File: src/rtl/adc_xbar_pkg.sv
package adc_xbar_pkg;
    localparam int PORTS      = 4;
    localparam int SEL_W      = 3;
    localparam int CH_FIELD_W = SEL_W + 1;
    localparam int MAX_CH     = 6;
    localparam int PAIR01_BIT = 24;
    localparam int PAIR23_BIT = 25;
    localparam int CFG_W      = PAIR23_BIT + 1;
endpackage

File: src/rtl/adc_port_scaler.sv
module adc_port_scaler #(
    parameter int SAMPLE_W = 16,
    parameter int EXP_W    = 3
) (
    input  logic [SAMPLE_W-1:0] mant_i,
    input  logic [EXP_W-1:0]    exp_i,
    output logic [SAMPLE_W-1:0] scaled_o
);
    // Arithmetic shift keeps the sign of negative mantissas
    always_comb begin
        scaled_o = SAMPLE_W'($signed(mant_i) >>> exp_i);
    end
endmodule

File: src/rtl/adc_chan_router.sv
module adc_chan_router
    import adc_xbar_pkg::*;
#(
    parameter int SAMPLE_W = 16
) (
    input  logic [SAMPLE_W-1:0] scaled_i [PORTS],
    input  logic [SEL_W-1:0]    sel_i,
    input  logic                cplx_i,
    input  logic [1:0]          pair_en_i,
    output logic [SAMPLE_W-1:0] i_o,
    output logic [SAMPLE_W-1:0] q_o,
    output logic                err_o
);
    always_comb begin
        i_o   = '0;
        q_o   = '0;
        err_o = 1'b0;
        if (!sel_i[SEL_W-1]) begin
            i_o = scaled_i[sel_i[1:0]];
            if (cplx_i) begin
                if (!sel_i[0] && pair_en_i[sel_i[1]]) begin
                    q_o = scaled_i[{sel_i[1], 1'b1}];
                end else begin
                    err_o = 1'b1;
                end
            end
        end
    end
endmodule

File: src/rtl/adc_xbar_scaler.sv
module adc_xbar_scaler
    import adc_xbar_pkg::*;
#(
    parameter int SAMPLE_W = 16,
    parameter int EXP_W    = 3,
    parameter int NUM_CH   = MAX_CH
) (
    input  logic                       clk,
    input  logic                       rst_n,
    input  logic                       in_valid_i,
    input  logic [PORTS*SAMPLE_W-1:0]  port_data_i,
    input  logic [PORTS*EXP_W-1:0]     port_exp_i,
    input  logic [CFG_W-1:0]           cfg_i,
    output logic                       out_valid_o,
    output logic [NUM_CH*SAMPLE_W-1:0] ch_i_o,
    output logic [NUM_CH*SAMPLE_W-1:0] ch_q_o,
    output logic [NUM_CH-1:0]          ch_err_o,
    output logic [PORTS*EXP_W-1:0]     gain_exp_o,
    output logic [PORTS-1:0]           gain_exp_en_o
);
    localparam int PAIRS = PORTS / 2;

    typedef struct packed {
        logic                           valid;
        logic [NUM_CH-1:0][SAMPLE_W-1:0] i;
        logic [NUM_CH-1:0][SAMPLE_W-1:0] q;
        logic [NUM_CH-1:0]              err;
        logic [PORTS-1:0][EXP_W-1:0]    gexp;
        logic [PORTS-1:0]               gen;
    } state_t;

    state_t st_d, st_q;

    logic [SAMPLE_W-1:0] scaled [PORTS];
    logic [SAMPLE_W-1:0] rt_i   [NUM_CH];
    logic [SAMPLE_W-1:0] rt_q   [NUM_CH];
    logic [NUM_CH-1:0]   rt_err;
    logic [PAIRS-1:0]    pair_en;

    assign pair_en = {cfg_i[PAIR23_BIT], cfg_i[PAIR01_BIT]};

    for (genvar p = 0; p < PORTS; p++) begin : g_scale
        adc_port_scaler #(.SAMPLE_W(SAMPLE_W), .EXP_W(EXP_W)) i_scale (
            .mant_i  (port_data_i[p*SAMPLE_W +: SAMPLE_W]),
            .exp_i   (port_exp_i[p*EXP_W +: EXP_W]),
            .scaled_o(scaled[p])
        );
    end

    for (genvar k = 0; k < NUM_CH; k++) begin : g_route
        adc_chan_router #(.SAMPLE_W(SAMPLE_W)) i_route (
            .scaled_i (scaled),
            .sel_i    (cfg_i[k*CH_FIELD_W +: SEL_W]),
            .cplx_i   (cfg_i[k*CH_FIELD_W + SEL_W]),
            .pair_en_i(pair_en),
            .i_o      (rt_i[k]),
            .q_o      (rt_q[k]),
            .err_o    (rt_err[k])
        );
    end

    always_comb begin
        st_d       = st_q;
        st_d.valid = in_valid_i;
        if (in_valid_i) begin
            for (int k = 0; k < NUM_CH; k++) begin
                st_d.i[k]   = rt_i[k];
                st_d.q[k]   = rt_q[k];
                st_d.err[k] = rt_err[k];
            end
        end
        for (int p = 0; p < PORTS; p++) begin
            if ((p % 2 == 1) && pair_en[p/2]) begin
                st_d.gexp[p] = '0;
                st_d.gen[p]  = 1'b0;
            end else begin
                st_d.gexp[p] = port_exp_i[p*EXP_W +: EXP_W];
                st_d.gen[p]  = 1'b1;
            end
        end
    end

    always_ff @(posedge clk) begin
        if (!rst_n) st_q <= '0;
        else        st_q <= st_d;
    end

    assign out_valid_o   = st_q.valid;
    assign ch_i_o        = st_q.i;
    assign ch_q_o        = st_q.q;
    assign ch_err_o      = st_q.err;
    assign gain_exp_o    = st_q.gexp;
    assign gain_exp_en_o = st_q.gen;

    AST_VALID_FOLLOWS: assert property (@(posedge clk) disable iff (!rst_n)
        in_valid_i |=> out_valid_o);
    AST_HOLD_IDLE: assert property (@(posedge clk) disable iff (!rst_n)
        !in_valid_i |=> ($stable(ch_i_o) && $stable(ch_q_o) && $stable(ch_err_o)));
    AST_PAIR01_EXP_QUIET: assert property (@(posedge clk) disable iff (!rst_n)
        cfg_i[PAIR01_BIT] |=> (!gain_exp_en_o[1] && gain_exp_o[EXP_W +: EXP_W] == '0));
    AST_PAIR23_EXP_QUIET: assert property (@(posedge clk) disable iff (!rst_n)
        cfg_i[PAIR23_BIT] |=> (!gain_exp_en_o[3] && gain_exp_o[3*EXP_W +: EXP_W] == '0));

    for (genvar k = 0; k < NUM_CH; k++) begin : g_chk
        AST_ERR_Q_ZERO: assert property (@(posedge clk) disable iff (!rst_n)
            ch_err_o[k] |-> (ch_q_o[k*SAMPLE_W +: SAMPLE_W] == '0));
        AST_RESERVED_ZERO: assert property (@(posedge clk) disable iff (!rst_n)
            (in_valid_i && cfg_i[k*CH_FIELD_W + SEL_W - 1]) |=>
            (ch_i_o[k*SAMPLE_W +: SAMPLE_W] == '0 && ch_q_o[k*SAMPLE_W +: SAMPLE_W] == '0
             && !ch_err_o[k]));
    end
endmodule

File: config.mk
export PLATFORM = sky130hd
export DESIGN_NAME = adc_xbar_scaler
export DESIGN_NICKNAME = d
export VERILOG_FILES = /design/src/rtl/adc_xbar_pkg.sv /design/src/rtl/adc_port_scaler.sv /design/src/rtl/adc_chan_router.sv /design/src/rtl/adc_xbar_scaler.sv
export SDC_FILE = /design/constraint.sdc
export NUM_CORES = 1
export LEC_CHECK = 0
export BUFFER_PORTS_ARGS = -buffer_cell sky130_fd_sc_hd__buf_2
export CAP_MARGIN = 5
export CORE_MARGIN = 4
export CORE_UTILIZATION = 40
export DETAILED_ROUTE_END_ITERATION = 10
export GPL_TIMING_DRIVEN = 0
export PLACE_DENSITY_LB_ADDON = 0.05
export SLEW_MARGIN = 40
export SYNTH_ARGS = -nofsm -noshare
export SYNTH_HDL_FRONTEND = slang
export SYNTH_HIERARCHICAL = 1
export SYNTH_SLANG_ARGS = --single-unit
File: constraint.sdc
create_clock -name clk -period 2.43 [get_ports clk]
set_clock_uncertainty 0.2 [all_clocks]
set_input_delay 0.3645 -clock clk [delete_from_list [all_inputs] [get_ports clk]]
set_output_delay 0.3645 -clock clk [all_outputs]
set_load 0.05 [all_outputs]
After elaboration in Yosys (flattened, before gate mapping)
Cells that the tools add are included.
{"block": "op_classes", "order_cmp": 18, "shifts": 4, "n_mux": 93, "n_bitwise": 13, "n_reduce_logical": 14}
{"cell": "$mux 16", "n": 48}
{"cell": "$bmux 16 s2", "n": 12}
{"cell": "$sshr 16x3->16", "n": 4}
{"cell": "$ge 3x3->1 const B", "n": 12}
{"cell": "$not 2->3", "n": 12}
{"cell": "$mux 1", "n": 32}
{"cell": "$lt 1x2->1 const B", "n": 6}
{"cell": "$logic_and 1x1->1", "n": 6}
{"cell": "$logic_not 1->1", "n": 6}
{"cell": "$reduce_or 2->1", "n": 2}
{"cell": "$mux 3", "n": 1}
{"cell": "$not 1->1", "n": 1}
{"block": "word_totals", "ff_bits": 215, "in_bits": 105, "out_inout_bits": 215, "word_cells": 162}

Longest topological paths before layout
{"block": "depth", "depth_word": 7, "depth_mapped": 9, "mapped_depth_nobuf": 7}

Hierarchy
The synthesis kept the hierarchy.
{"mod": "adc_xbar_scaler", "instances": 1, "cells_per_inst": 671, "area_each_um2": 7902.6, "seq_area_each_um2": 4284.1}
{"mod": "adc_chan_router", "instances": 6, "cells_per_inst": 81, "area_each_um2": 698.2, "seq_area_each_um2": 0.0}
{"mod": "adc_port_scaler", "instances": 4, "cells_per_inst": 78, "area_each_um2": 663.1, "seq_area_each_um2": 0.0}

Least setup slack after synthesis
OpenSTA, ideal clock, no wires.
{"block": "synth_timing", "kind": "input port to flip-flop", "start": "input port_exp_i[9]", "end": "register st_q (netlist bit ch_i_o[19])", "setup_ns": 0.117, "t_arrival_ns": 1.828, "t_required_ns": 2.113, "slack_ns": 0.285, "cell_stages": 8, "path_buffers": 1, "path_cell_list": "buf_2 mux2i_1 o22ai_1 a221o_1 mux2i_1 o22ai_1 mux2i_1 nor2b_1"}
{"item": "from (decl)", "line": "adc_xbar_scaler.sv:12", "source": "input logic [PORTS*EXP_W-1:0] port_exp_i,"}
{"item": "to (signal assigned)", "line": "adc_xbar_scaler.sv:85", "source": "else st_q <= st_d;"}
{"item": "to (decl)", "line": "adc_xbar_scaler.sv:32", "source": "state_t st_d, st_q;"}

==> out/metrics.cfg <==
[status]
status = finished with violations
failed_checks = negative setup slack

[drt]
top_layer = met5
dr.pass1.iters = 5
finalWirelength_um = 60100
drt_iter0_markers = 1171
routedWlPerCell_um = 25.9
drc = 0
wl_met1_um = 26000
dr_wl_met3_um = 4840
route.met2.wl_um = 26300
drtAntennaViolNets = 0
vias_per_cell = 5.64
via_count = 13100

[global_routing]
antenna_found_initial = 2
grt_overflow = 0
grt_max_degree = 13
grt_pass1_vias = 12800
grt_pass1_wl_um = 84400
globalRouteTotalUtil_pct = 28.5

[logic_synthesis]
ys_seq_area_share_pct = 29.1
synth_ff_type = dfxtp_1
ys_ff_latch = 214
postSynthCellCount = 1469
post_synth_instance_area_sq_um = 14700
yosysUniqueCellTypes = 34
yosysMostFrequentCell = mux2i_1
synth_area_leader_cell = mux2i_1
synth.area.top_cells = mux2i_1, dfxtp_1, nor2b_1
synth_nets = 1574
yosys_warnings = 6
synth.top_cell.area_share_pct = 30.3
synth_edf_count = 0
synth_commonest_cells = mux2i_1, dfxtp_1, nor2b_1
synth-async-reset-ratio_pct = 0
syn_avg_cell_area_sq_um = 10.0

[clock_tree]
clkLatencyLatePin_ns = 0.55
post_cts_buffers = 0
cts_buffers = 27
path_clk_slew_ns = 0.06
cts_tree = built
htree_levels = 1
clkSinkCount = 214
cts_root_buffer = clkbuf_16
clk_path_buf_depth = 3

[floorplanning]
die_area_sq_um = 40000
die-width_um = 200
fp.coreArea_sq_um = 36500
start_util_pct = 40.4
io_pins = 320
die_h_um = 200
rows = 70

[worst_hold_path]
min_path_type = in2reg
min_to = ch_err_o[0]
min_path_cells = 4
hold_start = cfg_i[3]

[sta]
setup_slack_ns = -0.0548
hold_viol = 0
setup_viol = 2
fmax_mhz = 402
period_share_pct = 102
drv_slew = 0
slew_headroom_pct = 31.8
period_minus_slack_ns = 2.48
grt_setup_unrepaired = no
worst_pin_slew_ns = 1.00

[finish]
fin_area_sq_um = 18200
area.growth.synth_to_final_pct = 23.2
multi_input_area_sq_um = 9560
fillers = 3538
nNetsFinal = 1932
final_layout_size_suffix_gt1_share_pct = 33.2
seq_area_sq_um = 4280

[power]
p_sw_share_pct = 35.5
pwr-share-seq_pct = 33.7
internal_power_mw = 7.12
p_leak_nw = 8.34
clockPowerShare_pct = 36.4
combinationalPowerShare_pct = 30.0
p_per_area_nw_per_um2 = 608
finalPower_mw = 11.0
switchingPower_mw = 3.92
vdd_drop_max_mv = 0.488

[critical_path]
worst_path_largest_cell_delay_ns = 0.81
reg2reg_slack_ns = 1.52
cp.arrival_ns = 2.77
timing.rr.end = ch_q_o[2]
crit_chain = buf_2 -> buf_6 -> buf_6 -> mux2_1 -> mux2i_1 -> mux2i_2 -> mux2i_1 -> o22ai_1 -> mux2i_1 -> nor2b_1
worstSetupStartpoint = port_exp_i[5]
crit_path_top_delay_cell = mux2i_2
cp_num_buf_inv = 3
cp_top_family = multiplexers
start_kind = primary input
crit_top_cell = mux2i_1
r2r_cells = 2
crit_type = in2reg
critical_path.endpoint_type = flip-flop
reg2reg_from = ch_q_o[2]
crit_fanout = 10
cp_data_required_time_ns = 2.71

[placed_design]
post_dp_cell_area_sq_um = 17100
gp_congestion = 0.879
port_buffers = 312
dp.final_hpwl_um = 43900

[job]
drv_cap = 0

state kept, by name, summed over array words and instances (netlist names):
signal,cells
ch_i_o,96
gain_exp_o,12
ch_err_o,6
ch_q_o,96
out_valid_o,1
gain_exp_en_o,3
how the worst max path moves through the flow:
stage	to	cells after the start	slack, ns
after global routing	ch_q_o[82]	9	0.002
after detailed placement	ch_i_o[83]	9	-0.59
after floorplan	ch_i_o[19]	8	0.28
final	ch_i_o[5]	10	-0.05
after CTS	ch_i_o[83]	9	0.12
after global placement	ch_i_o[42]	9	-1.24
metrics by stage:
stage	hold slack (ns)	util [%]	TNS (ns)	worst slack [ns]	std cells
after floorplan	0.192	-	0	0.285	1469
after global placement	0.279	46.2	-80.22	-1.24	2249
after detailed placement	0.283	46.9	-35.81	-0.593	2253
after CTS	0.00179	49.7	0	0.120	2314
after global routing	0.0380	49.7	0	0.00161	2315
final	0.0268	49.7	-0.0867	-0.0548	2316
layer usage:
layer / up-vias / track usage, %
li1: 6071 / -
met1: 6236 / 39.2
met2: 603 / 43.8
met3: 159 / 5.91
met4: 2 / 11.9
met5: - / 0
layout make-up:
class                           count  area share [%]
Clock inverter                      9           0.551
Tap cell                          468            3.22
Buffer                            144            5.90
Inverter                           18           0.372
Clock buffer                       39            4.24
Timing Repair Buffer              329            9.45
Antenna cell                        2          0.0276
Sequential cell                   214            23.6
Multi-Input combinational cell   1093            52.6
power by group through the flow:
stage	sequential, mW	combinational (mW)	clock [mW]
after floorplan	4.18	1.67	0
after global placement	3.79	3.10	0
after detailed placement	3.79	3.20	0
after CTS	3.72	3.22	4.10
after global routing	3.72	3.42	4.25
final	3.72	3.31	4.02
cell families (layout without fill, tap and decap cells):
logic type | after synthesis | after routing | share of synthesized area [%]
flip-flops | 214 | 214 | 29.1
buffers and inverters | 162 | 539 | 7.73
other | 0 | 2 | 0
AO/OA/AOI/OAI | 182 | 182 | 8.35
multiplexers | 516 | 516 | 37.3
AND/OR/NAND/NOR | 395 | 395 | 17.6
worst reg2reg max path: stages, from the launching register on:
cell,delay (ns)
dfxtp_1,0.42
mux2i_1,0.10
nor2b_1,0.12
what timing repair did:
item                                    CTS  global route
hold buffers                             13             0
pin swaps                                 0             0
cloned                                    0             0
endpoints found under the setup margin    1             6
endpoints found under the hold margin    13             0
resized for setup                         1             3
cell usage in the layout (no fill, tap or decap), types with 5 or more instances in the layout:
cell type      instances
inv_1                  6
dfxtp_1              214
mux4_2                12
nor3_2                54
or3b_1                 6
inv_2                 12
buf_4                 37
nor2_1                20
or2_2                  6
a221o_1               15
mux2i_1              436
clkinv_2               5
mux2i_4                7
buf_2                346
nand2_1               24
o22ai_1              116
mux2_1                40
a21oi_2                8
nor3_1                40
clkbuf_8               5
mux2_4                12
dlygate4sd3_1         13
mux2i_2                9
buf_12                 6
buf_6                 35
clkbuf_16             27
nand2b_1              18
a211oi_1               8
clkbuf_1              43
nor2b_1              204
and2_1                13
o211a_1                6
nor3_4                 6
o21ai_2               12
Note: power is estimated with default switching activity, not from simulation.
